**src/rtl/prio_irq_pkg.sv**
```systemverilog
package prio_irq_pkg;

    localparam int unsigned DEF_LINES  = 64;
    localparam int unsigned DEF_PRIO_W = 8;

    typedef enum logic [3:0] {
        OP_NOP         = 4'd0,
        OP_RAISE_DEFER = 4'd1,
        OP_RAISE_NOW   = 4'd2,
        OP_CLR_ONE     = 4'd3,
        OP_CLR_EN      = 4'd4,
        OP_CLR_ALL     = 4'd5,
        OP_ENABLE      = 4'd6,
        OP_DISABLE     = 4'd7,
        OP_SET_PRIO    = 4'd8,
        OP_SET_RUN     = 4'd9,
        OP_SET_LOCK    = 4'd10
    } cmd_op_e;

endpackage

```
**src/rtl/prio_irq_dec.sv**
```systemverilog
module prio_irq_dec
    import prio_irq_pkg::*;
#(
    parameter int unsigned N_LINES = DEF_LINES,
    parameter int unsigned IDX_W   = $clog2(N_LINES) + 1
) (
    input  logic                         valid_i,
    input  logic [3:0]                   op_i,
    input  logic [IDX_W-1:0]             idx_i,
    output cmd_op_e                      op_o,
    output logic                         line_ok_o,
    output logic                         hard_o,
    output logic [$clog2(N_LINES)-1:0]   line_o,
    output logic [N_LINES-1:0]           onehot_o
);
    localparam int unsigned LW = $clog2(N_LINES);

    always_comb begin
        op_o      = valid_i ? cmd_op_e'(op_i) : OP_NOP;
        line_ok_o = (idx_i < IDX_W'(N_LINES));
        hard_o    = (idx_i == IDX_W'(N_LINES));
        line_o    = idx_i[LW-1:0];
        onehot_o  = line_ok_o ? (N_LINES'(1) << idx_i[LW-1:0]) : '0;
    end

endmodule

```
**src/rtl/prio_irq_tree.sv**
```systemverilog
module prio_irq_tree #(
    parameter int unsigned N_LINES = 64,
    parameter int unsigned PRIO_W  = 8,
    parameter int unsigned RUN_W   = PRIO_W + 1
) (
    input  logic [N_LINES-1:0]             req_i,
    input  logic [N_LINES-1:0][PRIO_W-1:0] prio_i,
    input  logic [RUN_W-1:0]               run_i,
    output logic                           valid_o,
    output logic [$clog2(N_LINES)-1:0]     idx_o
);
    localparam int unsigned LW = $clog2(N_LINES);

    typedef struct packed {
        logic              v;
        logic [PRIO_W-1:0] p;
        logic [LW-1:0]     i;
    } cand_t;

    // Heap layout: node j has children 2j (lower lines) and 2j+1.
    cand_t node [1:2*N_LINES-1];
    logic  take_right;

    always_comb begin
        take_right = 1'b0;
        for (int i = 0; i < int'(N_LINES); i++) begin
            node[N_LINES + i].v = req_i[i] && (RUN_W'(prio_i[i]) < run_i);
            node[N_LINES + i].p = prio_i[i];
            node[N_LINES + i].i = LW'(i);
        end
        for (int j = int'(N_LINES) - 1; j >= 1; j--) begin
            take_right = node[2*j+1].v &&
                         (!node[2*j].v || (node[2*j+1].p < node[2*j].p));
            node[j] = take_right ? node[2*j+1] : node[2*j];
        end
        valid_o = node[1].v;
        idx_o   = node[1].i;
    end

endmodule

```
**src/rtl/prio_irq_ctrl.sv**
```systemverilog
module prio_irq_ctrl
    import prio_irq_pkg::*;
#(
    parameter int unsigned N_LINES = DEF_LINES,
    parameter int unsigned PRIO_W  = DEF_PRIO_W,
    parameter int unsigned IDX_W   = $clog2(N_LINES) + 1,
    parameter int unsigned DATA_W  = PRIO_W + 1
) (
    input  logic                       clk,
    input  logic                       rst_n,
    input  logic                       cmd_valid_i,
    input  logic [3:0]                 cmd_op_i,
    input  logic [IDX_W-1:0]           cmd_idx_i,
    input  logic [DATA_W-1:0]          cmd_data_i,
    output logic                       wake_o,
    output logic [$clog2(N_LINES)-1:0] win_idx_o,
    output logic                       win_valid_o,
    output logic [N_LINES-1:0]         status_o,
    output logic [N_LINES-1:0]         mask_o,
    output logic                       lock_prev_o
);
    localparam int unsigned LW       = $clog2(N_LINES);
    localparam int unsigned RUN_W    = PRIO_W + 1;
    localparam int unsigned RUN_IDLE = 1 << PRIO_W;

    typedef struct packed {
        logic [N_LINES-1:0]             status;
        logic [N_LINES-1:0]             pend;
        logic [N_LINES-1:0]             mask;
        logic [N_LINES-1:0][PRIO_W-1:0] prio;
        logic [RUN_W-1:0]               run;
        logic                           lock;
        logic                           ovr;
        logic                           defer;
        logic                           lock_prev;
        logic                           win_valid;
        logic [LW-1:0]                  win_idx;
    } state_t;

    localparam state_t ST_RESET = '{
        status:    '0,
        pend:      '0,
        mask:      '0,
        prio:      '1,
        run:       RUN_W'(RUN_IDLE),
        lock:      1'b0,
        ovr:       1'b0,
        defer:     1'b0,
        lock_prev: 1'b0,
        win_valid: 1'b0,
        win_idx:   '0
    };

    state_t st_d, st_q;

    cmd_op_e              dc_op;
    logic                 dc_line_ok;
    logic                 dc_hard;
    logic [LW-1:0]        dc_line;
    logic [N_LINES-1:0]   dc_oh;
    logic                 tr_valid;
    logic [LW-1:0]        tr_idx;
    logic                 deliver;
    logic                 cmd_wake;
    logic                 gate;

    prio_irq_dec #(
        .N_LINES (N_LINES),
        .IDX_W   (IDX_W)
    ) dec_i (
        .valid_i   (cmd_valid_i),
        .op_i      (cmd_op_i),
        .idx_i     (cmd_idx_i),
        .op_o      (dc_op),
        .line_ok_o (dc_line_ok),
        .hard_o    (dc_hard),
        .line_o    (dc_line),
        .onehot_o  (dc_oh)
    );

    prio_irq_tree #(
        .N_LINES (N_LINES),
        .PRIO_W  (PRIO_W),
        .RUN_W   (RUN_W)
    ) tree_i (
        .req_i   (st_q.status),
        .prio_i  (st_q.prio),
        .run_i   (st_q.run),
        .valid_o (tr_valid),
        .idx_o   (tr_idx)
    );

    always_comb begin
        st_d     = st_q;
        deliver  = 1'b0;
        cmd_wake = 1'b0;
        gate     = 1'b0;

        // Pending deferred wake from the previous cycle.
        if (st_q.defer) begin
            st_d.defer = 1'b0;
            if (!st_q.lock || st_q.ovr) begin
                deliver  = 1'b1;
                st_d.ovr = 1'b0;
            end
        end

        case (dc_op)
            OP_RAISE_DEFER, OP_RAISE_NOW: begin
                if (dc_line_ok || dc_hard) begin
                    if (dc_line_ok) begin
                        st_d.pend = st_d.pend | dc_oh;
                        if ((st_q.mask & dc_oh) != '0) begin
                            st_d.status = st_d.status | dc_oh;
                        end
                    end else begin
                        st_d.ovr = 1'b1;
                    end
                    gate = !st_q.lock || st_d.ovr;
                    if (gate) begin
                        if (dc_op == OP_RAISE_NOW) begin
                            cmd_wake = 1'b1;
                            st_d.ovr = 1'b0;
                        end else begin
                            st_d.defer = 1'b1;
                        end
                    end
                end
            end
            OP_CLR_ONE: begin
                st_d.status = st_d.status & ~dc_oh;
                st_d.pend   = st_d.pend & ~dc_oh;
            end
            OP_CLR_EN: begin
                st_d.status = '0;
                st_d.pend   = st_d.pend & ~st_q.mask;
            end
            OP_CLR_ALL: begin
                st_d.status = '0;
                st_d.pend   = '0;
            end
            OP_ENABLE: begin
                st_d.mask = st_d.mask | dc_oh;
                if ((st_q.pend & dc_oh) != '0) begin
                    st_d.status = st_d.status | dc_oh;
                    if (!st_q.lock) begin
                        cmd_wake = 1'b1;
                    end
                end
            end
            OP_DISABLE: begin
                st_d.mask = st_d.mask & ~dc_oh;
            end
            OP_SET_PRIO: begin
                if (dc_line_ok) begin
                    st_d.prio[dc_line] = cmd_data_i[PRIO_W-1:0];
                end
            end
            OP_SET_RUN: begin
                st_d.run = cmd_data_i[RUN_W-1:0];
            end
            OP_SET_LOCK: begin
                st_d.lock_prev = st_q.lock;
                st_d.lock      = cmd_data_i[0];
                if (st_q.lock && !cmd_data_i[0] && (st_q.status != '0)) begin
                    cmd_wake = 1'b1;
                end
            end
            default: ;
        endcase

        st_d.win_valid = tr_valid && !st_q.lock;
        st_d.win_idx   = tr_idx;
    end

    always_ff @(posedge clk or negedge rst_n) begin
        if (!rst_n) begin
            st_q <= ST_RESET;
        end else begin
            st_q <= st_d;
        end
    end

    assign wake_o      = deliver | cmd_wake;
    assign win_idx_o   = st_q.win_idx;
    assign win_valid_o = st_q.win_valid;
    assign status_o    = st_q.status;
    assign mask_o      = st_q.mask;
    assign lock_prev_o = st_q.lock_prev;

    // Checks kept beside the state they guard.
    logic [N_LINES-1:0] win_oh;
    assign win_oh = N_LINES'(1) << st_q.win_idx;

    assert_status_has_pend_R1: assert property (@(posedge clk) disable iff (!rst_n)
        (st_q.status & ~st_q.pend) == '0);

    assert_run_in_range_R3: assert property (@(posedge clk) disable iff (!rst_n)
        st_q.run <= RUN_W'(RUN_IDLE));

    assert_win_was_pending_R4: assert property (@(posedge clk) disable iff (!rst_n)
        st_q.win_valid |-> (($past(st_q.status) & win_oh) != '0));

    assert_win_not_locked_R4: assert property (@(posedge clk) disable iff (!rst_n)
        st_q.win_valid |-> !$past(st_q.lock));

    assert_locked_no_wake_R8: assert property (@(posedge clk) disable iff (!rst_n)
        (st_q.lock && !st_q.ovr && !cmd_valid_i) |-> !wake_o);

endmodule

```
**config.mk**
```make
export PLATFORM = sky130hd
export DESIGN_NAME = prio_irq_ctrl
export DESIGN_NICKNAME = d
export VERILOG_FILES = /design/src/rtl/prio_irq_pkg.sv /design/src/rtl/prio_irq_dec.sv /design/src/rtl/prio_irq_tree.sv /design/src/rtl/prio_irq_ctrl.sv
export SDC_FILE = /design/constraint.sdc
export NUM_CORES = 2
export LEC_CHECK = 0
export CAP_MARGIN = 20
export CORE_UTILIZATION = 40
export DETAILED_ROUTE_END_ITERATION = 12
export HOLD_SLACK_MARGIN = 0.06
export PLACE_DENSITY_LB_ADDON = 0.05
export SKIP_LAST_GASP = 1
export SYNTH_ARGS = -nofsm -noshare
export SYNTH_HDL_FRONTEND = slang
export SYNTH_SLANG_ARGS = --single-unit
```
**constraint.sdc**
```tcl
create_clock -name clk -period 32.6 [get_ports clk]
set_input_delay 4.89 -clock clk [delete_from_list [all_inputs] [get_ports clk]]
set_output_delay 4.89 -clock clk [all_outputs]
set_load 0.005 [all_outputs]
```
==> flow_summary_export.csv <==
group,metric,value,unit
global_route,grt_first_pass_wirelength,340.2,mm
timing,skew,0.04140,ns
clocking,post_cts_resized,0,
synthesis,synth-edff-count,0,
timing,maxSlewHeadroom,28.93,%
pwr,p_sw_share,31.79,%
timing,hold_viol,0,
finish,fin_nets,7337,
flow_run,cap_violations,0,
run_status,status,"finished clean",
clocking,clk_pin_slew_worst_paths,0.06,ns
worst_setup_path,worstReg2RegEnd,"win_idx_o[3]",
pwr,total_power,2.539,mW
finish,final_cell_area,0.06720,mm²
synthesis,syn_area_per_cell,9.419,µm²
synthesis,syn-instance-count,6462,
hold_path,hold_class,"flip-flop to flip-flop",
die,placementRows,142,
clocking,cts-root-buf,"clkbuf_16",
worst_setup_path,rrSetupSlack,18.32,ns
worst_setup_path,start_kind,"flip-flop",
hold_path,hold_path_depth,2,
worst_setup_path,cp.required,33.20,ns
worst_setup_path,worstPathArrival,14.88,ns
timing,max_freq,0.07004,GHz
clocking,cts.sinks,724,
clocking,cts_tree,"yes",
pwr,seq_power_share,37.0,%
global_route,grt_overflow,0,
place,portBuffers,159,
finish,ff_latch_area,0.01876,mm²
synthesis,ys_ff_latch,724,
routing,drtAntennaViolNets,0,
synthesis,netlist_area,0.06086,mm²
worst_setup_path,cp_slowest_cell,"o21ai_1",
clocking,clockBufferDepth,3,
worst_setup_path,critPathMaxStageDelay,0.79,ns
place,placed_cell_area,0.06383,mm²
finish,fillerInstances,14695,
timing,finalMaxSlewViolations,0,
synthesis,ys_warn_count,0,
global_route,antenna_found_initial,12,
synthesis,syn_nets,7346,
routing,via_per_inst,5.975,
worst_setup_path,path_max_fanout,25,
clocking,numCtsBuffers,93,
worst_setup_path,end_kind,"flip-flop",
synthesis,synthArstFlopShare,100.0,%
pwr,irDropWorstVdd,0.03910,mV
clocking,hold_buffers,0,
finish,multiInputGateArea,0.03879,mm²
synthesis,ys_types,127,
die,dieArea,0.1537,mm²
worst_setup_path,ff2ff_path_depth,55,
pwr,pwr_density_cell,37.78,mW/mm²
global_route,gr-usage-all-layers,29.79,%
die,start_util,40.45,%
hold_path,hold_end,"st_q[636]",
hold_path,min_from,"st_q[636]",
finish,area_growth,10.41,%
routing,drtIter0Drc,3675,
finish,mostFrequentLayoutCells,"ha_1 (861), mux2_2 (571), a21oi_1 (524), dfstp_2 (512), o21ai_0 (479)",
pwr,p_sw,0.8070,mW
timing,period_share,43.80,%
die,io_pins,160,
worst_setup_path,r2r-start,"st_q[15]",
routing,wl_per_cell,27.11,µm
pwr,power.internal,1.732,mW
global_route,grt_pass1_vias,49187,
place,routabilityCongestion,0.9442,
clocking,post_cts_buffers,0,
clocking,htreeDepth,3,
synthesis,yosysSeqAreaShare,30.82,%
clocking,clkLatencyLatePin,0.74,ns
routing,drc,0,
synthesis,ys.flop_type,"dfstp_2",
die,core-area,0.1505,mm²
finish,drive_above_1_share,22.55,%
pwr,p_clk_share,44.7,%
routing,routed_wl,231.8,mm
die,die_y,392.1,µm
timing,fin_setup_tns,0,ns
timing,min_period,14.28,ns
pwr,combPwrFrac,18.3,%
routing,vias,51094,
worst_setup_path,cp_common_cell,"a21oi_1",
timing,rsz0062_at_grt,"no",
routing,firstDrtPassIters,6,
place,place_hpwl,171.1,mm
timing,worst_slew_pin_slew,1.058,ns
global_route,grt_max_degree,151,
die,die_w,392.1,µm
timing,setup_viol,0,
finish,final_common_cell,"ha_1",
worst_setup_path,crit_type,"flip-flop to flip-flop",
pwr,leakagePower,30.13,nW
[cell families after synthesis]
logic type	after synthesis	share of synthesized area [%]
AOI/OAI and AO/OA	2004	21.67
and+or+nand+nor	1404	11.03
buffers and inverters	741	5.585
DFF	724	30.82
xor gates and xnor gates	1	0.01439
adders and majority gates	863	17.73
muxes	725	13.15
[power by group through the flow]
stage	Clock (mW)	Combinational, mW	Sequential, mW
2_1_floorplan	0	0.276	0.938
3_3_place_gp	0	0.455	0.953
3_5_place_dp	0	0.464	0.953
4_1_cts	1.16	0.465	0.940
5_1_grt	1.19	0.513	0.941
6_report	1.14	0.463	0.940
[cell usage after synthesis, types with 81 or more instances]
cell type	n	share of area, %
a21o_1	122	1.5
a21oi_1	524	4.3
a22o_1	81	1.2
buf_4	148	1.8
clkbuf_1	183	1.1
dfrtp_1	211	8.7
dfstp_2	513	22
ha_1	861	18
inv_1	374	2.3
mux2_2	571	11
mux2i_1	144	2.4
nand2_1	464	2.9
nand2b_1	84	0.86
nor2_1	388	2.4
o21a_1	96	1.2
o21ai_0	480	3.9
o31ai_1	84	1.0
[layout make-up]
cell class / count / area share (%)
clock buffers: 127 / 3.925
well taps: 2016 / 3.754
inverters: 378 / 2.141
repair buffers: 259 / 3.545
diodes: 2 / 0.007448
multi-input cells: 4997 / 57.73
clock inverters: 48 / 0.9794
flip-flops and latches: 724 / 27.92
[routing by layer]
metal  part of all wire, %  up-vias  global-route usage [%]
met5                 0.014        -                       0
met4                   2.9        6                   8.018
met3                   5.2      271                   4.418
met2                    46     1277                   48.30
met1                    46    25596                   41.03
li1                      -    23944                       -
[worst max-delay path, delay by kind of cell, from the launching register on]
kind                       cells  cell delay [ns]
adders and majority gates      6             2.00
DFF                            1             0.39
muxes                          2             0.74
and+or+nand+nor               12             2.12
buffers and inverters          6             1.28
AOI/OAI and AO/OA             29             7.58
[per-stage QoR]
step	hold WS, ns	std cells	utilization, %	setup slack (ns)
after floorplan	0.4699	6462	-	19.90
after global placement	0.4986	8365	42.39	18.25
after detailed placement	0.5072	8368	42.42	18.04
after CTS	0.5203	8543	44.61	17.98
after global routing	0.5457	8549	44.65	17.20
final	0.5170	8551	44.65	18.32
[worst max-delay path by stage]
stage,start,endpoint
finish,st_q[15],win_idx_o[3]
global route,st_q[12],win_idx_o[3]
CTS,st_q[12],win_idx_o[3]
detailed placement,st_q[12],win_idx_o[3]
global placement,st_q[12],win_idx_o[3]
floorplan,st_q[15],win_idx_o[3]
[state kept, by name (all words and copies together), names as in the netlist, named ones only]
signal and flops:
win_idx_o 6, st_q 588, lock_prev_o 1, win_valid_o 1, status_o 64
(Power assumes the default switching activity.)
